$ cat src/rtl/bseq_pkg.sv
package bseq_pkg;

    // Command codes presented on cmd_op
    typedef enum logic [1:0] {
        OP_ACT = 2'd0,
        OP_RD  = 2'd1,
        OP_WR  = 2'd2,
        OP_PRE = 2'd3
    } dram_op_e;

    // Sequencer states
    typedef enum logic [2:0] {
        ST_IDLE  = 3'd0,
        ST_PRE   = 3'd1,
        ST_ACT   = 3'd2,
        ST_COL   = 3'd3,
        ST_CLOSE = 3'd4
    } seq_state_e;

    // Classification of an incoming request against the row buffer
    typedef enum logic [1:0] {
        ACC_HIT      = 2'd0,
        ACC_EMPTY    = 2'd1,
        ACC_CONFLICT = 2'd2
    } access_kind_e;

    // Index of each gap timer
    localparam int unsigned GAP_NUM = 4;
    localparam int unsigned GAP_RC  = 0;
    localparam int unsigned GAP_RCD = 1;
    localparam int unsigned GAP_RP  = 2;
    localparam int unsigned GAP_WTR = 3;

endpackage

$ cat src/rtl/bseq_gap_timer.sv
// Down-counter that enforces a minimum spacing. A start loads GAP-1. The
// dependent command may be decided once the count is zero, which places it
// GAP cycles after the starting command on the registered command bus.
module bseq_gap_timer #(
    parameter int unsigned GAP   = 4,
    parameter int unsigned CNT_W = 4
) (
    input  logic clk,
    input  logic rst_n,
    input  logic start,
    output logic expired
);
    logic [CNT_W-1:0] cnt_d, cnt_q;

    always_comb begin
        cnt_d = cnt_q;
        if (start) begin
            cnt_d = CNT_W'(GAP - 1);
        end else if (cnt_q != '0) begin
            cnt_d = cnt_q - 1'b1;
        end
    end

    always_ff @(posedge clk) begin
        if (!rst_n) begin
            cnt_q <= '0;
        end else begin
            cnt_q <= cnt_d;
        end
    end

    assign expired = (cnt_q == '0);
endmodule

$ cat src/rtl/bseq_row_classify.sv
// Sorts an incoming row against the row buffer state.
module bseq_row_classify
    import bseq_pkg::*;
#(
    parameter int unsigned ROW_W = 14
) (
    input  logic             open_vld,
    input  logic [ROW_W-1:0] open_row,
    input  logic [ROW_W-1:0] req_row,
    output access_kind_e     kind
);
    always_comb begin
        if (!open_vld) begin
            kind = ACC_EMPTY;
        end else if (open_row == req_row) begin
            kind = ACC_HIT;
        end else begin
            kind = ACC_CONFLICT;
        end
    end
endmodule

$ cat src/rtl/bank_cmd_seq.sv
module bank_cmd_seq
    import bseq_pkg::*;
#(
    parameter int unsigned ROW_W       = 14,
    parameter int unsigned COL_W       = 10,
    parameter int unsigned T_RC        = 8,
    parameter int unsigned T_RCD       = 3,
    parameter int unsigned T_RP        = 3,
    parameter int unsigned T_WTR       = 4,
    parameter bit          CLOSED_PAGE = 1'b0
) (
    input  logic             clk,
    input  logic             rst_n,
    input  logic             req_valid,
    output logic             req_ready,
    input  logic [ROW_W-1:0] req_row,
    input  logic [COL_W-1:0] req_col,
    input  logic             req_write,
    input  logic             req_same_row_next,
    output logic             cmd_valid,
    output logic [1:0]       cmd_op,
    output logic [ROW_W-1:0] cmd_row,
    output logic [COL_W-1:0] cmd_col
);
    localparam int unsigned GAP_MAX_A = (T_RC > T_RCD) ? T_RC : T_RCD;
    localparam int unsigned GAP_MAX_B = (T_RP > T_WTR) ? T_RP : T_WTR;
    localparam int unsigned GAP_MAX   = (GAP_MAX_A > GAP_MAX_B) ? GAP_MAX_A : GAP_MAX_B;
    localparam int unsigned CNT_W     = $clog2(GAP_MAX + 1);
    localparam int unsigned GAP_LOAD [GAP_NUM] = '{T_RC, T_RCD, T_RP, T_WTR};

    typedef struct packed {
        seq_state_e       st;
        logic             open_vld;
        logic [ROW_W-1:0] open_row;
        logic [ROW_W-1:0] row;
        logic [COL_W-1:0] col;
        logic             wr;
        logic             keep;
        logic             cmd_vld;
        dram_op_e         cmd_op;
        logic [ROW_W-1:0] cmd_row;
        logic [COL_W-1:0] cmd_col;
    } seq_regs_t;

    seq_regs_t          r_d, r_q;
    access_kind_e       kind;
    logic [GAP_NUM-1:0] gap_start;
    logic [GAP_NUM-1:0] gap_ok;
    logic               auto_close;

    bseq_row_classify #(.ROW_W(ROW_W)) u_classify (
        .open_vld (r_q.open_vld),
        .open_row (r_q.open_row),
        .req_row  (req_row),
        .kind     (kind)
    );

    for (genvar g = 0; g < GAP_NUM; g++) begin : g_gap
        bseq_gap_timer #(
            .GAP   (GAP_LOAD[g]),
            .CNT_W (CNT_W)
        ) u_timer (
            .clk     (clk),
            .rst_n   (rst_n),
            .start   (gap_start[g]),
            .expired (gap_ok[g])
        );
    end

    // Row buffer policy: whether a column command is followed by a close
    if (CLOSED_PAGE) begin : g_closed_page
        assign auto_close = ~r_q.keep;
    end else begin : g_open_page
        assign auto_close = 1'b0;
    end

    always_comb begin
        r_d         = r_q;
        r_d.cmd_vld = 1'b0;
        gap_start   = '0;

        unique case (r_q.st)
            ST_IDLE: begin
                if (req_valid) begin
                    r_d.row  = req_row;
                    r_d.col  = req_col;
                    r_d.wr   = req_write;
                    r_d.keep = req_same_row_next;
                    unique case (kind)
                        ACC_HIT:      r_d.st = ST_COL;
                        ACC_EMPTY:    r_d.st = ST_ACT;
                        default:      r_d.st = ST_PRE;
                    endcase
                end
            end

            ST_PRE: begin
                r_d.cmd_vld        = 1'b1;
                r_d.cmd_op         = OP_PRE;
                r_d.cmd_row        = r_q.open_row;
                r_d.open_vld       = 1'b0;
                gap_start[GAP_RP]  = 1'b1;
                r_d.st             = ST_ACT;
            end

            ST_ACT: begin
                if (gap_ok[GAP_RC] && gap_ok[GAP_RP]) begin
                    r_d.cmd_vld        = 1'b1;
                    r_d.cmd_op         = OP_ACT;
                    r_d.cmd_row        = r_q.row;
                    r_d.open_vld       = 1'b1;
                    r_d.open_row       = r_q.row;
                    gap_start[GAP_RC]  = 1'b1;
                    gap_start[GAP_RCD] = 1'b1;
                    r_d.st             = ST_COL;
                end
            end

            ST_COL: begin
                if (gap_ok[GAP_RCD] && (r_q.wr || gap_ok[GAP_WTR])) begin
                    r_d.cmd_vld        = 1'b1;
                    r_d.cmd_op         = r_q.wr ? OP_WR : OP_RD;
                    r_d.cmd_col        = r_q.col;
                    gap_start[GAP_WTR] = r_q.wr;
                    r_d.st             = auto_close ? ST_CLOSE : ST_IDLE;
                end
            end

            ST_CLOSE: begin
                r_d.cmd_vld       = 1'b1;
                r_d.cmd_op        = OP_PRE;
                r_d.cmd_row       = r_q.open_row;
                r_d.open_vld      = 1'b0;
                gap_start[GAP_RP] = 1'b1;
                r_d.st            = ST_IDLE;
            end

            default: begin
                r_d.st = ST_IDLE;
            end
        endcase
    end

    always_ff @(posedge clk) begin
        if (!rst_n) begin
            r_q.st       <= ST_IDLE;
            r_q.open_vld <= 1'b0;
            r_q.open_row <= '0;
            r_q.row      <= '0;
            r_q.col      <= '0;
            r_q.wr       <= 1'b0;
            r_q.keep     <= 1'b0;
            r_q.cmd_vld  <= 1'b0;
            r_q.cmd_op   <= OP_ACT;
            r_q.cmd_row  <= '0;
            r_q.cmd_col  <= '0;
        end else begin
            r_q <= r_d;
        end
    end

    assign req_ready = (r_q.st == ST_IDLE);
    assign cmd_valid = r_q.cmd_vld;
    assign cmd_op    = r_q.cmd_op;
    assign cmd_row   = r_q.cmd_row;
    assign cmd_col   = r_q.cmd_col;
endmodule

$ cat config.mk
export PLATFORM = sky130hd
export DESIGN_NAME = bank_cmd_seq
export DESIGN_NICKNAME = d
export VERILOG_FILES = /design/src/rtl/bseq_pkg.sv /design/src/rtl/bseq_gap_timer.sv /design/src/rtl/bseq_row_classify.sv /design/src/rtl/bank_cmd_seq.sv
export SDC_FILE = /design/constraint.sdc
export NUM_CORES = 1
export LEC_CHECK = 0
export BUFFER_PORTS_ARGS = -buffer_cell sky130_fd_sc_hd__clkbuf_2
export CORE_ASPECT_RATIO = 1.4
export CORE_MARGIN = 3
export CORE_UTILIZATION = 40
export CTS_CLUSTER_SIZE = 10
export DETAILED_ROUTE_END_ITERATION = 10
export GPL_TIMING_DRIVEN = 0
export PLACE_DENSITY = 0.67
export SYNTH_ARGS = -nofsm -noshare
export SYNTH_HDL_FRONTEND = slang
export SYNTH_SLANG_ARGS = --single-unit
$ cat constraint.sdc
create_clock -name clk -period 2.4 [get_ports clk]
set_clock_uncertainty 0.05 [all_clocks]
set_input_delay 0.36 -clock clk [delete_from_list [all_inputs] [get_ports clk]]
set_output_delay 0.36 -clock clk [all_outputs]
set_load 0.01 [all_outputs]
; ---- Yosys cells after proc, flatten, opt, wreduce, memory -nomap -nowiden
; Index checks and enable logic that the tools add are counted.
[word_totals]
input_bits = 29
regBits = 86
elab_cells = 88
output_inout_bits = 28
[op_classes]
mux = 26
n_eq_ne = 9
n_addsub = 4
n_bitwise = 1
n_reduce_logical = 30
[ops]
columns = op, n
row1 = $pmux 14 s2, 1
row2 = $mux 2, 11
row3 = $mux 18, 1
row4 = $mux 17, 1
row5 = $logic_not 4->1, 4
row6 = $reduce_bool 4->1, 4
row7 = $sub 4x1->4 const B, 4
row8 = $mux 3, 5
row9 = $eq 14x14->1, 1
row10 = $pmux 3 s4, 1
row11 = $reduce_bool 2->1, 5
row12 = $reduce_or 2->1, 5
row13 = $pmux 3 s3, 1
row14 = $reduce_and 2->1, 4
row15 = $eq 3x2->1 const B, 2
row16 = $ne 2x2->1 const B, 3
row17 = $reduce_and 3->1, 2
row18 = $pmux 2 s2, 1
row19 = $eq 3x1->1 const B, 1
row20 = $eq 3x3->1 const B, 1
row21 = $logic_not 3->1, 1
row22 = $mux 1, 3
row23 = $reduce_bool 3->1, 1
row24 = $eq 2x1->1 const B, 1
row25 = 5 further kinds, 6

; ---- Logic depth before layout (Yosys ltp)
; Gate-level depths: netlist (run 1).
[depth]
depth_word = 7
ltp_mapped = 9
mapped_depth_nobuf = 7

; ---- Modules after synthesis
; A second synthesis (run 1) with hierarchy kept.
[hier_totals]
hier_cells = 449
hier_area_um2 = 3868.7
[by_module_without_submodules]
columns = module, cells_each, n_inst, area_per_inst_um2, seq_area_each_um2
row1 = bank_cmd_seq, 357, 1, 2995.4, 1381.3
row2 = bseq_gap_timer at g_gap[1].u_timer ..., 17, 2, 153.9, 80.1
row3 = bseq_gap_timer at g_gap[0].u_timer, 18, 1, 202.7, 80.1
row4 = bseq_gap_timer at g_gap[3].u_timer, 20, 1, 200.2, 80.1
row5 = bseq_row_classify, 20, 1, 162.7, 0.0

; ---- Least setup slack after synthesis (run 1)
; OpenSTA, ideal clock, no wires.
[synth_timing]
path_type = flip-flop to flip-flop
start = register g_gap[0].u_timer.cnt_q[0]
end = register cmd_row[5] (netlist name)
stages_incl_launch_ff = 10
period_less_slack_ps = 1772
required_time_ps = 2218
path_buffers = 2
path_slack_ps = 628
arrival_ps = 1590
setup_ps = 132
cell_sequence = dfxtp_1 -> inv_1 -> ha_1 -> nor3b_4 -> and3_1 -> buf_6 -> a21oi_4 -> buf_6 -> a221oi_2 -> nor3_1
[synth_via]
elab_chain_len = 4
[synth_lines]
columns = item, line_no
row1 = start: declaration, bseq_gap_timer.sv:13  ; logic [CNT_W-1:0] cnt_d, cnt_q;
row2 = start signal: assignment, bseq_gap_timer.sv:28  ; cnt_q <= cnt_d;
row3 = $logic_not 4->1, bseq_gap_timer.sv:32  ; assign expired = (cnt_q == '0);
row4 = $logic_and 1x1->1, bank_cmd_seq.sv:107  ; if (gap_ok[GAP_RC] && gap_ok[GAP_RP]) begin
row5 = $ne 2x2->1 (no line), --
row6 = $reduce_and 2->1 (no line), --
; No other way between the ends.
; A chain may end at the register's enable or synchronous reset.

; ---- Worst setup path after layout (run 1)
[layout_timing]
start = register r_q[68] in the netlist's numbering
end = register r_q[38] in the netlist's numbering
[layout_via]
elab_chain_len = 2
[layout_lines]
columns = item, line_no
row1 = start: declaration, bank_cmd_seq.sv:45  ; seq_regs_t r_d, r_q;
row2 = start signal: assignment, bank_cmd_seq.sv:158  ; r_q <= r_d;
row3 = $logic_not 3->1, bank_cmd_seq.sv:82  ; unique case (r_q.st)
row4 = $reduce_and 2->1 (no line), --
; No other way between the ends.

==> impl_results.md, run 1 <==
* CP Class: reg -> reg
* Synth Flop Type: dfxtp_1
* R2R cell count at 7
* R2R Path Start: r_q[68]
* # DRC at 0
* Mux share of post-synthesis cell area at under 10%
* Final period utilization at 90.2%
* DRT iter0 DRCs at 233
* R2R setup slack at roughly 0.23 ns
* Crit path time final at about 2.2 ns
* P_int at ~3600 µW
* Worst VDD drop at between 500 and 600 µV
* Final TNS setup at 0 ns
* Synthesis Warnings at 0
* Reg power frac at approximately 35%
* Pin count of the biggest net entering global routing at 14
* Psw at 2070 µW
* Net Sw Frac at about 37%
* Worst min-delay path category: in -> reg
* Final Hold Viols at 0
* CTS tree: done
* Postcts setup bufs at 0
* Worst reg2reg path endpoint: r_q[38]
* CP startpoint kind: register
* Die footprint at 10700 µm²
* Clock Latency Late Sink at 0.33 ns
* Crit path arrival time at around 2.4 ns
* Post-route ant nets at 0
* Placeable Area at a little over 9000 µm²
* ANT cells at 0
* Yosys top cell by area: dfxtp_1
* Routed WL at between 8 and 9 mm
* Avg Cell Area, Syn at 8.67 µm²
* First-pass GRT wire length at around 14 mm
* Power share of the clock group at 25.4%
* IO Pins at 57
* Root buf cell: clkbuf_16
* Main combinational cell family by area after synthesis: simple AND/OR/NAND/NOR gates
* Most used cell, CP: clkbuf_1
* Cell count after placement at ~600
* Combinational Power Share at 40.0%
* Final Setup Violations at 0
* Slew margin rel. at 48.7%
* Final #Nets at around 540
* Max Cap Viol at 0
* GR Util met2 at 29.0%
* Pleak at 0.00195 µW
* WL per Instance at roughly 14 µm
* H-Tree Depth at 3
* DIE WIDTH at ~90 µm
* Via count at around 3100
* Post-CTS sizing at 0
* Vias/cell at 5.11
* F_max at between 400 and 500 MHz
* Max Fanout on Critical Path at 10
* Max clock buf depth at 2
* Worst slew pin tran at approximately 0.77 ns
* Clock sink count at 85
* Final GP Congestion at between 0.8 and 0.9
* Post-synthesis compound-gate area fraction at between 10% and 20%
* PwrDens at around 1300 nW/µm²
* Grt ovf at 0
* Port bufs at 55
* Hold_buf cts at 0
* GRT Overall Usage at between 10% and 20%
* Synth top area cells: dfxtp_1, nand2_1, a21oi_1
* Met1 global-route usage at 20.8%
* Clock transition at the registers of the reported paths at around 0.06 ns
* Post-Synth Adder-Cell Area at between 2 and 3%
* Post-synthesis xor/xnor area fraction at 4.40%
* Initial Util at slightly above 40%
* Ys async rst share at 0%
* Area grow syn2layout at 18.8%
* Worst Hold End: r_q[28]
* Finished Layout Cells at ~610
* Run status: finished, final reports clean
* CP Capture Type: register
* Pwr Total at ~5600 µW
* #FFs+latches synth at 85
* Hold Crit Start: req_write
* Max incr delay on CP at 0.46 ns
* Hold path cells at 3
* Share of post-route cells with drive strength above 1 at about a quarter
* Netlist Area Pre-Place at about 3800 µm²
* RSZ-0062 raised after global routing: no
* Post-synth EDFFs at 0
* Post-synthesis sequential area ratio at between 40% and 50%
* Met3 usage at roughly 3.5%
* Top-area cell type share of the netlist area at between 40 and 50%
* Most common cell after layout, fill and taps aside: nand2_1
* FP Rows at between 40 and 50
* Synthesized instance count at 436
* Cts bufs inserted at 9
* Final HPWL DP at between 6 and 7 mm
* Critical path, cell by cell: inv_1 -> ha_1 -> and2_1 -> clkbuf_1 -> clkbuf_1 -> nand2_1 -> a21oi_1
* Count of pins over their slew limit at 0
* Initial antenna violation count at 0
* TritonRoute pass-1 iters at 5
* Post-synth net total at around 470
* Slowest stage cell on the critical path: clkbuf_1
* Synth cell types at 42
* Simple-Gate Fraction of Synth Area at 20.0%
* Die H at around 120 µm
* Busiest grt layer: met2
* Vias in the first global route at between 3000 and 4000
* Commonest non-fill, non-tap cells in the layout: nand2_1, dfxtp_1, clkbuf_2
* Crit path required time at 2.61 ns
synth_stat cells (all sizes together) (2+ instances only):
cell type / n
nand2: 88
dfxtp: 85
a21oi: 52
buf: 39
nor2: 38
nor3: 21
a221oi: 15
mux2i: 11
clkbuf: 10
inv: 10
xnor2: 10
xor2: 9
ha: 8
o21ai: 8
nand3: 7
nor4: 4
a311oi: 3
nor3b: 3
nand3b: 2
o31ai: 2
worst max-delay path by stage:
stage	startpoint	depth (start not counted)	end
final	r_q[68]	7	r_q[38]
after global routing	r_q[68]	7	r_q[35]
after CTS	r_q[68]	7	r_q[38]
after detailed placement	r_q[68]	7	r_q[38]
after global placement	r_q[68]	7	r_q[38]
after floorplan	g_gap[0].u_timer.cnt_q[0]	9	cmd_row[5]
per-stage QoR:
step           util [%]  worst slack [ns]  cell area [µm²]  hold WS [ns]
5_1_grt            49.2            0.0296             4490         0.206
3_3_place_gp       45.9             0.270             4190         0.392
4_1_cts            49.2             0.207             4490         0.188
6_report           49.2             0.235             4490         0.197
2_1_floorplan         -             0.628             3780         0.386
3_5_place_dp       45.9             0.232             4190         0.401
per-layer routing:
metal  routed length [µm]  part of all wire [%]
met4                  167                   1.9
met1                 3820                    44
met3                  346                   3.9
met5                    0                     0
met2                 4440                    51
flip-flops by register name (all words and copies together) (netlist names):
signal	flops
cmd_col	10
cmd_op	2
cmd_row	14
cmd_valid	1
g_gap.u_timer.cnt_q	16
r_q	42
cells by family (layout without fill, tap and decap cells):
group | after synthesis | after routing
compound gates | 85 | 85
xor+xnor | 19 | 19
fa+ha+maj | 8 | 8
buf+inv | 59 | 128
flops | 85 | 85
mux | 11 | 11
simple gates | 169 | 169
critical path: cells and delay by family, from the launching register on:
| kind | cells | cell delay, ns |
|---|---|---|
| compound gates | 1 | 0.13 |
| fa+ha+maj | 1 | 0.38 |
| simple gates | 2 | 0.30 |
| flops | 1 | 0.34 |
| buf+inv | 3 | 0.88 |
power groups by stage:
stage / clock network (µW) / registers [µW] / logic [µW]
4_1_cts: 1460 / 1950 / 2260
6_report: 1430 / 1950 / 2250
3_5_place_dp: 0 / 1980 / 2250
3_3_place_gp: 0 / 1960 / 2210
5_1_grt: 1520 / 1990 / 2520
2_1_floorplan: 0 / 1930 / 1730
cell type report:
class	count	area, µm²
fill	877	4640
multi-input combinational	292	1730
sequential	85	1700
buffer	49	312
timing repair buffer	55	275
clock buffer	9	225
tap	107	134
clock inverter	5	77.6
inverter	10	37.5
No activity file was read; power rests on OpenSTA's default activity.
==> run 2, diff against run 1 <==
--- a/config.mk
+++ b/config.mk
@@ -7,7 +7,6 @@
 export LEC_CHECK = 0
 export BUFFER_PORTS_ARGS = -buffer_cell sky130_fd_sc_hd__clkbuf_2
 export CORE_ASPECT_RATIO = 1.4
-export CORE_MARGIN = 3
 export CORE_UTILIZATION = 40
 export CTS_CLUSTER_SIZE = 10
 export DETAILED_ROUTE_END_ITERATION = 10
==> run 2 against run 1 <==
Net effect:
- the run now ends with DRC left
- combinational power barely moved
- non-clock buffer count did not move
- critical endpoint is now cmd_row[12]
- critical path depth rose by 2
- largest power group unchanged
- die area fell by 7.7%
- highest routed layer unchanged
==> impl_results.md, run 2 (synthesis results as in run 1) <==
* Run status: complete, but fails checks
* Failing checks: DRC
* Final period utilization at between 80 and 90%
* Pwr Total at 5610 µW
* Critical path, cell by cell: inv_1 -> ha_1 -> nor3b_4 -> and3_1 -> buf_6 -> a21oi_4 -> buf_6 -> a221oi_2 -> nor3_1
* Final TNS setup at 0 ns
* Post-CTS sizing at 0
* Clock transition at the registers of the reported paths at 0.06 ns
* Max incr delay on CP at roughly 0.4 ns
* DIE WIDTH at roughly 84 µm
* Commonest non-fill, non-tap cells in the layout: nand2_1, dfxtp_1, clkbuf_2
* TritonRoute pass-1 iters at 7
* Root buf cell: clkbuf_16
* Largest regs: r_q: 42 flops, g_gap.u_timer.cnt_q: 16 flops, cmd_row: 14 flops
* CTS tree: done
* IO Pins at 57
* Die H at 117 µm
* PwrDens at 1250 nW/µm²
* Die footprint at 9850 µm²
* Worst slew pin tran at just over 0.8 ns
* FP Rows at just over 40
* Cell count after placement at between 500 and 600
* Initial antenna violation count at 0
* Crit path arrival time at about 2.3 ns
* RSZ-0062 raised after global routing: no
* Cts bufs inserted at 9
* DRT iter0 DRCs at around 130
* Pin count of the biggest net entering global routing at 15
* Clock sink count at 85
* Vias in the first global route at ~2800
* Max Fanout on Critical Path at 10
* Port bufs at between 50 and 60
* Worst VDD drop at just over 500 µV
* First-pass GRT wire length at roughly 14 mm
* Final HPWL DP at approximately 6 mm
* Most common cell after layout, fill and taps aside: nand2_1
* Clock Latency Late Sink at between 0.3 and 0.4 ns
* Slew margin rel. at a little under half
* Vias/cell at just over 5
* CP startpoint kind: register
* F_max at about 480 MHz
* Final Hold Viols at 0
* Share of post-route cells with drive strength above 1 at 24.1%
* Max clock buf depth at 2
* Placeable Area at 9080 µm²
* WL per Instance at 14.0 µm
* Crit path time final at about 2.1 ns
* Via count at between 3000 and 4000
* H-Tree Depth at 3
* Max reg flops at 42
* Routed WL at between 8 and 9 mm
* Largest reg by FF count: r_q
* Crit path required time at approximately 2.6 ns
* Pleak at slightly below 0.002 µW
* Final #Nets at about 540
* Worst min-delay path category: in -> reg
* Post-route ant nets at 0
* CP Class: reg -> reg
* Final Setup Violations at 0
* Most used cell, CP: buf_6
* Slowest stage cell on the critical path: nor3b_4
* Count of pins over their slew limit at 0
* GRT Overall Usage at a little under a fifth
* Initial Util at between 40% and 50%
* Hold_buf cts at 0
* Finished Layout Cells at 614
* Postcts setup bufs at 0
* ANT cells at 0
* R2R setup slack at 0.30 ns
* Final GP Congestion at approximately 0.81
* # DRC at 10
* Area grow syn2layout at 18.8%
* Grt ovf at 0
* Max Cap Viol at 0
* CP Capture Type: register
## run 2: cell count changes in the layout (fill, tap and decap cells not counted)
cell | before | now
clkinvlp_4 | 1 | 2
inv_6 | 0 | 1
clkinv_2 | 2 | 1
bufinv_16 | 2 | 1
clkbuf_1 | 10 | 11
clkbuf_8 | 0 | 1
## run 2: layout make-up
cell class | instances | area (µm²)
flip-flops and latches | 85 | 1700
inverters | 10 | 37.5
repair buffers | 55 | 275
multi-input cells | 292 | 1730
clock buffers | 11 | 243
well taps | 107 | 134
plain buffers | 49 | 312
fillers | 895 | 4590
clock inverters | 5 | 58.8
## run 2: report_power, final
part | leakage (µW) | switching, µW | total [µW] | internal [µW]
registers | 0.000693 | 222 | 1940 | 1720
clock network | 0.000142 | 570 | 1410 | 837
logic | 0.00111 | 1310 | 2260 | 944
total | 0.00194 | 2110 | 5610 | 3500
## run 2: final timing paths
path,startpoint,endpoint,depth (start not counted)
hold / removal,req_col[4],r_q[33],3
setup reg to reg,g_gap[0].u_timer.cnt_q[0],cmd_row[12],9
hold reg to reg,r_q[32],r_q[32],2
setup / recovery,g_gap[0].u_timer.cnt_q[0],cmd_row[12],9
## run 2: metal layers
metal | wire, µm | vias to the layer above | GRT usage, %
met2 | 4230 | 72 | 31.1
met1 | 3770 | 1434 | 21.8
li1 | - | 1577 | -
met5 | 0 | - | 0
met3 | 318 | 16 | 2.59
met4 | 249 | 0 | 11.5
## run 2: critical path, delay by kind of cell (launching register included)
family          cells  cell delay [ns]
fa+ha+maj           1             0.18
simple gates        3             0.73
compound gates      2             0.27
buf+inv             3             0.41
flops               1             0.31
## run 2: through the flow
| step | util [%] | area [µm²] | hold WS, ns | setup WS (ns) |
|---|---|---|---|---|
| final | 49.5 | 4490 | 0.185 | 0.301 |
| after CTS | 49.5 | 4490 | 0.180 | 0.253 |
| after floorplan | - | 3780 | 0.386 | 0.628 |
| after detailed placement | 46.1 | 4190 | 0.397 | 0.265 |
| after global routing | 49.5 | 4490 | 0.194 | 0.0239 |
| after global placement | 46.1 | 4190 | 0.391 | 0.272 |
